File: src/rtl/bc_pkg.sv
package bc_pkg;
  localparam logic [7:0] OPC_ZERO  = 8'h03;
  localparam logic [7:0] OPC_PUSHB = 8'h10;
  localparam logic [7:0] OPC_LD1   = 8'h1B;
  localparam logic [7:0] OPC_LD2   = 8'h1C;
  localparam logic [7:0] OPC_ST1   = 8'h3C;
  localparam logic [7:0] OPC_ST2   = 8'h3D;
  localparam logic [7:0] OPC_ST3   = 8'h3E;
  localparam logic [7:0] OPC_ADD   = 8'h60;
  localparam logic [7:0] OPC_RET   = 8'hB1;

  typedef enum logic [1:0] {
    ST_IDLE,
    ST_FETCH,
    ST_EXEC,
    ST_ARG
  } eng_state_t;

  typedef enum logic [1:0] {
    SK_NONE,
    SK_PUSH,
    SK_POP,
    SK_FOLD
  } stk_op_t;
endpackage

File: src/rtl/bc_code_mem.sv
module bc_code_mem #(
  parameter int AW = 8
) (
  input  logic          clk,
  input  logic          we,
  input  logic [AW-1:0] waddr,
  input  logic [7:0]    wdata,
  input  logic [AW-1:0] raddr,
  output logic [7:0]    rdata
);
  localparam int BYTES = 1 << AW;

  logic [7:0] mem [BYTES];

  always_ff @(posedge clk) begin
    if (we) mem[waddr] <= wdata;
    rdata <= mem[raddr];
  end
endmodule

File: src/rtl/bc_operand_stack.sv
module bc_operand_stack
  import bc_pkg::*;
#(
  parameter int DEPTH = 16,
  parameter int W     = 32,
  parameter int CW    = $clog2(DEPTH + 1)
) (
  input  logic          clk,
  input  logic          rst,
  input  logic          clear,
  input  stk_op_t       op,
  input  logic [W-1:0]  din,
  output logic [W-1:0]  top,
  output logic [W-1:0]  second,
  output logic [CW-1:0] count
);
  localparam int PW = (DEPTH > 1) ? $clog2(DEPTH) : 1;

  logic [W-1:0]  ent [DEPTH];
  logic [PW-1:0] p_top, p_sec, p_new;

  assign p_top = PW'(count - CW'(1));
  assign p_sec = PW'(count - CW'(2));
  assign p_new = PW'(count);

  assign top    = (count != '0)      ? ent[p_top] : '0;
  assign second = (count >= CW'(2))  ? ent[p_sec] : '0;

  always_ff @(posedge clk) begin
    if (rst || clear) begin
      count <= '0;
    end else begin
      case (op)
        SK_PUSH: begin
          ent[p_new] <= din;
          count      <= count + CW'(1);
        end
        SK_POP:  count <= count - CW'(1);
        SK_FOLD: begin
          ent[p_sec] <= din;
          count      <= count - CW'(1);
        end
        default: ;
      endcase
    end
  end

  assert_no_overflow_R10: assert property (@(posedge clk) disable iff (rst)
    count <= CW'(DEPTH));
  assert_push_room_R10: assert property (@(posedge clk) disable iff (rst)
    (op == SK_PUSH) |-> (count < CW'(DEPTH)));
  assert_pop_room_R9: assert property (@(posedge clk) disable iff (rst)
    (op == SK_POP) |-> (count != '0));
  assert_fold_room_R9: assert property (@(posedge clk) disable iff (rst)
    (op == SK_FOLD) |-> (count >= CW'(2)));
endmodule

File: src/rtl/bc_locals.sv
module bc_locals #(
  parameter int NSLOT = 4,
  parameter int W     = 32,
  parameter int SW    = $clog2(NSLOT)
) (
  input  logic          clk,
  input  logic          rst,
  input  logic          we,
  input  logic [SW-1:0] wsel,
  input  logic [W-1:0]  wdata,
  input  logic [SW-1:0] rsel,
  output logic [W-1:0]  rdata,
  input  logic [SW-1:0] peek_sel,
  output logic [W-1:0]  peek_q
);
  logic [W-1:0] slot [NSLOT];

  assign rdata = slot[rsel];

  for (genvar g = 0; g < NSLOT; g++) begin : g_slot
    always_ff @(posedge clk) begin
      if (rst)                      slot[g] <= '0;
      else if (we && wsel == SW'(g)) slot[g] <= wdata;
    end
  end

  always_ff @(posedge clk) begin
    if (rst) peek_q <= '0;
    else     peek_q <= slot[peek_sel];
  end

  assert_peek_follows_R13: assert property (@(posedge clk) disable iff (rst)
    $stable(peek_sel) && !we && !$past(we) |=> peek_q == $past(peek_q));
endmodule

File: src/rtl/bc_engine.sv
module bc_engine
  import bc_pkg::*;
#(
  parameter int CODE_AW     = 8,
  parameter int STACK_DEPTH = 16,
  parameter int WORD_W      = 32,
  parameter int NUM_LOCALS  = 4,
  parameter int LOCAL_SW    = $clog2(NUM_LOCALS)
) (
  input  logic                clk,
  input  logic                rst,
  input  logic                load_we,
  input  logic [CODE_AW-1:0]  load_addr,
  input  logic [7:0]          load_data,
  input  logic                start,
  input  logic [CODE_AW-1:0]  start_addr,
  input  logic [LOCAL_SW-1:0] local_sel,
  output logic                busy,
  output logic                done,
  output logic                error,
  output logic [WORD_W-1:0]   local_q
);
  localparam int CW = $clog2(STACK_DEPTH + 1);

  eng_state_t          state;
  logic [CODE_AW-1:0]  pc;
  logic [7:0]          code_q;

  stk_op_t             sk_op;
  logic [WORD_W-1:0]   sk_din, sk_top, sk_sec;
  logic [CW-1:0]       sk_count;
  logic                sk_clear, sk_full, sk_empty, sk_short;

  logic                lv_we;
  logic [LOCAL_SW-1:0] lv_wsel, lv_rsel;
  logic [WORD_W-1:0]   lv_rdata;

  logic                fault, finish, take_arg;

  bc_code_mem #(.AW(CODE_AW)) u_code (
    .clk  (clk),
    .we   (load_we),
    .waddr(load_addr),
    .wdata(load_data),
    .raddr(pc),
    .rdata(code_q)
  );

  bc_operand_stack #(.DEPTH(STACK_DEPTH), .W(WORD_W), .CW(CW)) u_stack (
    .clk   (clk),
    .rst   (rst),
    .clear (sk_clear),
    .op    (sk_op),
    .din   (sk_din),
    .top   (sk_top),
    .second(sk_sec),
    .count (sk_count)
  );

  bc_locals #(.NSLOT(NUM_LOCALS), .W(WORD_W), .SW(LOCAL_SW)) u_locals (
    .clk     (clk),
    .rst     (rst),
    .we      (lv_we),
    .wsel    (lv_wsel),
    .wdata   (sk_top),
    .rsel    (lv_rsel),
    .rdata   (lv_rdata),
    .peek_sel(local_sel),
    .peek_q  (local_q)
  );

  assign sk_full  = (sk_count == CW'(STACK_DEPTH));
  assign sk_empty = (sk_count == '0);
  assign sk_short = (sk_count < CW'(2));
  assign sk_clear = (state == ST_IDLE) && start;

  // Decode of the opcode byte; slot numbers come from the opcode itself.
  always_comb begin
    sk_op    = SK_NONE;
    sk_din   = '0;
    lv_we    = 1'b0;
    lv_wsel  = '0;
    lv_rsel  = '0;
    fault    = 1'b0;
    finish   = 1'b0;
    take_arg = 1'b0;
    if (state == ST_EXEC) begin
      case (code_q)
        OPC_PUSHB: take_arg = 1'b1;
        OPC_ZERO: begin
          if (sk_full) fault = 1'b1;
          else         sk_op = SK_PUSH;
        end
        OPC_LD1, OPC_LD2: begin
          lv_rsel = (code_q == OPC_LD1) ? LOCAL_SW'(1) : LOCAL_SW'(2);
          sk_din  = lv_rdata;
          if (sk_full) fault = 1'b1;
          else         sk_op = SK_PUSH;
        end
        OPC_ST1, OPC_ST2, OPC_ST3: begin
          lv_wsel = (code_q == OPC_ST1) ? LOCAL_SW'(1) :
                    (code_q == OPC_ST2) ? LOCAL_SW'(2) : LOCAL_SW'(3);
          if (sk_empty) fault = 1'b1;
          else begin
            sk_op = SK_POP;
            lv_we = 1'b1;
          end
        end
        OPC_ADD: begin
          sk_din = sk_top + sk_sec;
          if (sk_short) fault = 1'b1;
          else          sk_op = SK_FOLD;
        end
        OPC_RET: finish = 1'b1;
        default: fault = 1'b1;
      endcase
    end else if (state == ST_ARG) begin
      sk_din = {{(WORD_W-8){code_q[7]}}, code_q};
      if (sk_full) fault = 1'b1;
      else         sk_op = SK_PUSH;
    end
  end

  always_ff @(posedge clk) begin
    if (rst) begin
      state <= ST_IDLE;
      pc    <= '0;
      busy  <= 1'b0;
      done  <= 1'b0;
      error <= 1'b0;
    end else begin
      case (state)
        ST_IDLE: if (start) begin
          pc    <= start_addr;
          state <= ST_FETCH;
          busy  <= 1'b1;
          done  <= 1'b0;
          error <= 1'b0;
        end
        ST_FETCH: begin
          pc    <= pc + CODE_AW'(1);
          state <= ST_EXEC;
        end
        ST_EXEC: begin
          if (fault) begin
            error <= 1'b1;
            busy  <= 1'b0;
            state <= ST_IDLE;
          end else if (finish) begin
            done  <= 1'b1;
            busy  <= 1'b0;
            state <= ST_IDLE;
          end else if (take_arg) begin
            pc    <= pc + CODE_AW'(1);
            state <= ST_ARG;
          end else begin
            state <= ST_FETCH;
          end
        end
        ST_ARG: begin
          if (fault) begin
            error <= 1'b1;
            busy  <= 1'b0;
            state <= ST_IDLE;
          end else begin
            state <= ST_FETCH;
          end
        end
        default: state <= ST_IDLE;
      endcase
    end
  end

  assert_flags_exclusive_R8: assert property (@(posedge clk) disable iff (rst)
    !(done && error));
  assert_done_not_busy_R8: assert property (@(posedge clk) disable iff (rst)
    done |-> !busy);
  assert_start_runs_R2: assert property (@(posedge clk) disable iff (rst)
    (state == ST_IDLE && start) |=> busy && !done && !error);
  assert_fault_halts_R9: assert property (@(posedge clk) disable iff (rst)
    $rose(error) |-> !busy && state == ST_IDLE);
  assert_add_sum_R7: assert property (@(posedge clk) disable iff (rst)
    (state == ST_EXEC && code_q == OPC_ADD && !fault) |=>
      sk_top == $past(sk_top + sk_sec));
  assert_sext_push_R3: assert property (@(posedge clk) disable iff (rst)
    (state == ST_ARG && !fault) |=>
      sk_top == {{(WORD_W-8){$past(code_q[7])}}, $past(code_q)});
endmodule

File: config.mk
export PLATFORM = sky130hd
export DESIGN_NAME = bc_engine
export DESIGN_NICKNAME = d
export VERILOG_FILES = /design/src/rtl/bc_pkg.sv /design/src/rtl/bc_code_mem.sv /design/src/rtl/bc_operand_stack.sv /design/src/rtl/bc_locals.sv /design/src/rtl/bc_engine.sv
export SDC_FILE = /design/constraint.sdc
export NUM_CORES = 2
export LEC_CHECK = 0
export BUFFER_PORTS_ARGS = -buffer_cell sky130_fd_sc_hd__buf_2
export CAP_MARGIN = 20
export CORE_UTILIZATION = 52
export CTS_BUF_LIST = sky130_fd_sc_hd__clkbuf_4
export DETAILED_ROUTE_END_ITERATION = 12
export PLACE_DENSITY = 0.7
export SLEW_MARGIN = 20
export SYNTH_ARGS = -nofsm -noshare
export SYNTH_HDL_FRONTEND = slang
export SYNTH_SLANG_ARGS = --single-unit
File: constraint.sdc
create_clock -name clk -period 6.84 [get_ports clk]
set_clock_uncertainty 0.05 [all_clocks]
set_input_delay 2.052 -clock clk [delete_from_list [all_inputs] [get_ports clk]]
set_output_delay 2.052 -clock clk [all_outputs]
set_load 0.1 [all_outputs]
After elaboration in Yosys (flattened, before gate mapping)
Memory sizes are Yosys's and may differ from the RTL's. A register that Yosys moved wholly into a read port is not among the register bits.
Index checks and enable logic that the tools add are counted.
Widths: inputs -> output; s select.
{"block": "word_totals", "register_bits": 18, "ram_bits": 2688, "input_bits": 30, "output_inout_bits": 35, "elab_cells": 156, "mem_count": 3}
{"block": "classes", "n_addsub": 5, "n_lt_le_gt_ge": 2, "n_eq_ne": 27, "muxes": 83, "bitwise_logic": 4, "reduce_logical": 26}
{"name": "u_code.mem", "depth": 256, "width": 8, "rd": 1, "rd_ports_with_merged_regs": 1, "write_ports": 1, "line": "bc_code_mem.sv:13", "rtl": "logic [7:0] mem [BYTES];"}
{"name": "u_stack.ent", "depth": 16, "width": 32, "rd": 2, "rd_ports_with_merged_regs": 0, "write_ports": 1, "line": "bc_operand_stack.sv:19", "rtl": "logic [W-1:0] ent [DEPTH];"}
{"name": "u_locals.slot", "depth": 4, "width": 32, "rd": 2, "rd_ports_with_merged_regs": 1, "write_ports": 4, "line": "bc_locals.sv:16", "rtl": "logic [W-1:0] slot [NSLOT];"}
{"op": "$mux 32", "count": 9}
{"op": "$pmux 32 s2", "count": 1}
{"op": "$mux 1", "count": 47}
{"op": "$add 32x32->32", "count": 1}
{"op": "$mux 8", "count": 4}
{"op": "$reduce_or 32->1", "count": 1}
{"op": "$mux 2", "count": 13}
{"op": "$eq 8x5->1 const B", "count": 3}
{"op": "$eq 8x6->1 const B", "count": 3}
{"op": "$pmux 8 s3", "count": 1}
{"op": "$eq 2x2->1 const B", "count": 6}
{"op": "$ne 2x2->1 const B", "count": 6}
{"op": "$pmux 5 s2", "count": 1}
{"op": "$add 8x1->8 const B", "count": 1}
{"op": "$eq 8x2->1 const B", "count": 1}
{"op": "$eq 8x7->1 const B", "count": 1}
{"op": "$eq 8x8->1 const B", "count": 1}
{"op": "$pmux 2 s4", "count": 1}
{"op": "$reduce_and 4->1", "count": 2}
{"op": "$reduce_or 2->1", "count": 4}
{"op": "$eq 2x1->1 const B", "count": 3}
{"op": "$pmux 2 s3", "count": 1}
{"op": "$reduce_bool 2->1", "count": 3}
{"op": "$reduce_bool 3->1", "count": 2}
{"op": "21 further kinds", "count": 31}

Depth between registers and ports, before layout
{"block": "logic_depth", "depth_word": 11, "mapped_depth": 26, "depth_no_buf": 20}

Hierarchy
Synthesis repeated with hierarchy kept, for this count alone.
{"block": "hier_totals", "hier_cells": 5805, "hier_area_um2": 113859.2}
{"mod": "bc_code_mem", "n_inst": 1, "cells_per_inst": 3733, "area_each_um2": 79556.3, "seq_area_each_um2": 61659.1}
{"mod": "bc_operand_stack", "n_inst": 1, "cells_per_inst": 1142, "area_each_um2": 23899.2, "seq_area_each_um2": 15474.8}
{"mod": "bc_locals", "n_inst": 1, "cells_per_inst": 462, "area_each_um2": 7249.5, "seq_area_each_um2": 4484.3}
{"mod": "bc_engine", "n_inst": 1, "cells_per_inst": 468, "area_each_um2": 3154.3, "seq_area_each_um2": 260.2}

Least setup slack after synthesis
Ideal clock, no wire load.
{"block": "synth_path", "path_kind": "reg2reg", "start": "register u_stack.count[1]", "end": "memory u_stack.ent[0][31] (data pin)", "setup_time_ns": 0.302, "arrival_time_ns": 6.312, "t_required_ns": 6.488, "slack_ns": 0.177, "stages_incl_launch_ff": 20, "n_path_buf": 4, "synth_period_minus_slack_ns": 6.663, "path_cell_list": "dfxtp_1 > clkbuf_1 > clkbuf_1 > buf_1 > inv_1 > ha_1 > xor2_1 > clkbuf_1 > mux4_2 > nor2b_1 > ha_1 > a21o_1 > a221oi_1 > o221a_2 > o22ai_1 > a31o_2 > or4_1 > a41oi_1 > xnor2_1 > o221ai_1"}
{"block": "synth_between", "elab_chain_cells": 7, "word_cells_on_any_way": 11, "cone_classes": "add/sub: 3; order compare: 1; mux: 5; reduce/logical: 1; memory: 1"}
{"element": "start: declaration", "line": "bc_operand_stack.sv:15", "rtl": "output logic [CW-1:0] count"}
{"element": "start signal: assignment", "line": "bc_operand_stack.sv:36", "rtl": "count <= count + CW'(1);"}
{"element": "start signal: assignment", "line": "bc_operand_stack.sv:38", "rtl": "SK_POP: count <= count - CW'(1);"}
{"element": "start signal: assignment", "line": "bc_operand_stack.sv:41", "rtl": "count <= count - CW'(1);"}
{"element": "$sub 5x1->5 / $sub 4x2->4 (equally long branches)"}
{"element": "$mem_v2 16x32"}
{"element": "$mux 32 (on tied branches)", "line": "bc_operand_stack.sv:26, bc_operand_stack.sv:27"}
{"element": "$add 32x32->32 *", "line": "bc_engine.sv:110", "rtl": "sk_din = sk_top + sk_sec;"}
{"element": "$pmux 32 s2 *", "line": "bc_engine.sv:88", "rtl": "case (code_q)"}
{"element": "$mux 32 *", "line": "bc_engine.sv:87", "rtl": "if (state == ST_EXEC) begin"}
{"element": "via sk_din[31]", "line": "bc_engine.sv:30", "rtl": "logic [WORD_W-1:0] sk_din, sk_top, sk_sec;"}
{"element": "$mux 32 (no source line) *"}
{"element": "end: declaration", "line": "bc_operand_stack.sv:19"}
The timed path passes the listed nets; every way through them passes the cells marked *.

Worst setup path after layout
{"block": "layout_path", "start": "register u_stack.count[2]", "end": "memory u_stack.ent[2][31] (data pin)"}
{"block": "layout_between", "elab_chain_cells": 7, "word_cells_on_any_way": 11, "cone_classes": "add/sub: 3; order compare: 1; mux: 5; reduce/logical: 1; memory: 1"}
{"element": "$sub 5x1->5"}
{"element": "$mem_v2 16x32"}
{"element": "$mux 32 *", "line": "bc_operand_stack.sv:26", "rtl": "assign top = (count != '0) ? ent[p_top] : '0;"}
{"element": "via sk_top[1]", "line": "bc_engine.sv:30"}
{"element": "$add 32x32->32 *", "line": "bc_engine.sv:110"}
{"element": "$pmux 32 s2 *", "line": "bc_engine.sv:88"}
{"element": "$mux 32 *", "line": "bc_engine.sv:87"}
{"element": "via sk_din[31]", "line": "bc_engine.sv:30"}
{"element": "$mux 32 (no source line) *"}
Marks and branches as above.

==> qor.yml <==
status:
  status: "completed"
clocking:
  htree_levels: 6
  cts_made_buffers: 693
  cts_resized: 0
  clkTransAtPathRegs_ps: 70
  cts.sinks: 2746
  clk_path_buf_depth: 4
  post-cts-setup-buffers: 0
  hold_buffers: 0
  worstSkewPairLatency_ps: 1470
  cts_tree: "built"
  cts_root_buffer: "clkbuf_4"
timing:
  relSlewSlack: 0.256
  rsz0062_at_grt: "false"
  period_share: 0.921
  whs_ps: 548
  worst_slack_ps: 540
  fin_setup_tns_ps: 0
  slew_viol_final: 0
  tightest_slew_ps: 1120
  finalSetupViolations: 0
  fmax_ghz: 0.159
  hold_violations: 0
  final.min_clock_period_ps: 6300
floorplan:
  die_area_um2: 219000
  coreArea_um2: 215000
  pin_count: 65
  start_util: 0.525
  die_x_um: 468
  die_y_um: 468
  num_rows: 170
synth:
  synth_top_area_cell: "edfxtp_1"
  synth_edf_count: 2688
  synth_cells: 5437
  synth_top_area_frac: 0.715
  yosysWarningCount: 0
  yosys.cell_count.top_type: "edfxtp_1"
  synth_ff_type: "edfxtp_1"
  async_flop_share: 0
  synth_seq_area_share: 0.726
  synth_seq_cells: 2746
  syn_area_per_cell_um2: 20.7
  synth_cell_type_count: 67
  synth_area_leaders: "edfxtp_1, mux4_2, nor2_1"
  synth_common_cells: "edfxtp_1, mux4_2, nor2_1"
  synthesis.area_um2: 113000
global_route:
  grt_pass1_vias: 59837
  grt_pass1_wl_um: 400000
  grt_max_degree: 157
  busiest_layer: "met2"
  grt_overflow: 0
  antenna_found_initial: 21
  track_usage: 0.253
  grt.met2_usage: 0.384
  use_met3: 0.0699
  use_met1: 0.355
layout:
  fill_cells: 15563
  drive_above_1_share: 0.352
  areaGrowthSynthToFinish_pct: 11.5
  seq_area_um2: 81900
  final_area_um2: 126000
  multi_input_area_um2: 29800
  nets: 6091
  stdcell_count: 9337
power:
  leakage_nw: 39.0
  p_per_area_nw_per_um2: 288
  ir_drop_mv: 0.225
worst_setup_path:
  path_max_fanout: 53
  cp-start-kind: "flop"
  end_kind: "flop"
  arrival_ps: 7320
  critical_path_required_ps: 7860
  crit_type: "reg2reg"
detailed_routing:
  wirelength_um: 275000
  vias: 58850
  drc: 0
  wl_per_cell_um: 29.5
  ant_nets: 0
  drt_iter0_drc: 7059
  via_per_inst: 6.30
  first_pass_iters: 6
placement:
  placed_cell_area_um2: 117000
  gp_congestion: 0.871
  dp.cells: 8159
  dpl.hpwl_um: 162000
  dp_slack_ps: 499
  io_buffers: 64
run:
  maxCapViolCount: 0
min_path:
  hold_path.class: "reg2reg"
where the power goes:
part / leakage [nW] / total (mW) / switching (mW) / internal, mW
logic: 9.65 / 3.99 / 2.24 / 1.76
registers: 24.3 / 18.8 / 0.201 / 18.6
clock network: 5.05 / 13.5 / 6.44 / 7.05
total: 39.0 / 36.2 / 8.88 / 27.4
cell families after synthesis:
kind of cell	after synthesis	share of synthesized area
buffers and inverters	394	0.0143
and+or+nand+nor	941	0.0372
DFF	2746	0.726
adders and majority gates	44	0.00495
AOI/OAI and AO/OA	243	0.0146
xor gates and xnor gates	38	0.00295
other	1	0.0000332
muxes	1030	0.200
final timing paths:
kind	to	startpoint	cells after the start	slack, ps
setup / recovery	u_stack.ent[2][31]	u_stack.count[2]	18	540
setup reg to reg	u_stack.ent[2][31]	u_stack.count[2]	18	540
hold / removal	u_stack.count[4]	u_stack.count[4]	2	550
hold reg to reg	u_stack.count[4]	u_stack.count[4]	2	550
layer usage:
metal | share of wire | vias up
li1 | - | 24248
met1 | 0.39 | 30786
met2 | 0.47 | 3287
met3 | 0.11 | 499
met4 | 0.030 | 30
met5 | 0.00082 | -
worst max-delay path, stage by stage (launching register included):
cell and delay (ps):
dfxtp_1 440, inv_1 280, ha_1 420, nand2_1 160, xnor2_2 600, buf_12 350, nand3b_1 150, nand3_1 200
inv_1 120, ha_1 250, a211oi_1 260, o21bai_1 150, a21oi_1 390, o31ai_1 210, a31o_2 310, or4_1 520
a41oi_1 260, xnor2_1 120, o221ai_2 690
sequential cells by signal, indices dropped and copies added, names as in the netlist:
| signal | cells |
|---|---|
| u_stack.ent | 512 |
| u_locals.peek_q | 32 |
| done | 1 |
| pc | 8 |
| u_stack.count | 5 |
| u_code.mem | 2048 |
| error | 1 |
| busy | 1 |
| state | 2 |
| u_code.rdata | 8 |
| u_locals.slot | 128 |
area by class of cell:
cell class	instances	area share
sequential	2746	0.651
multi-input combinational	2328	0.237
clock buffer	979	0.0584
tap	2838	0.0282
timing repair buffer	193	0.0144
clock inverter	185	0.00878
inverter	55	0.00164
antenna	13	0.000259
per-stage QoR:
stage                     utilization  total power, mW
after detailed placement        0.545             23.1
after CTS                       0.584             36.5
final                           0.585             36.2
after floorplan                     -             21.7
after global routing            0.585             37.5
after global placement          0.545             23.1
cell usage in the layout (no fill, tap or decap), types with 15 or more instances in the layout:
cell type	instances
edfxtp_1	2688
mux4_2	981
clkbuf_4	979
nor2_1	401
nand2_1	236
clkinv_1	129
buf_4	93
nand3_1	89
nor2b_1	83
o21ai_0	60
buf_2	56
inv_1	54
dfxtp_1	50
mux2i_1	49
ha_1	41
a21oi_1	37
buf_12	36
nand3b_1	33
conb_1	32
xnor2_1	22
clkinv_2	20
a22oi_1	18
nand2b_1	16
nor2_4	16
a21o_1	15
o221ai_2	15
No activity file was read; power rests on OpenSTA's default activity.
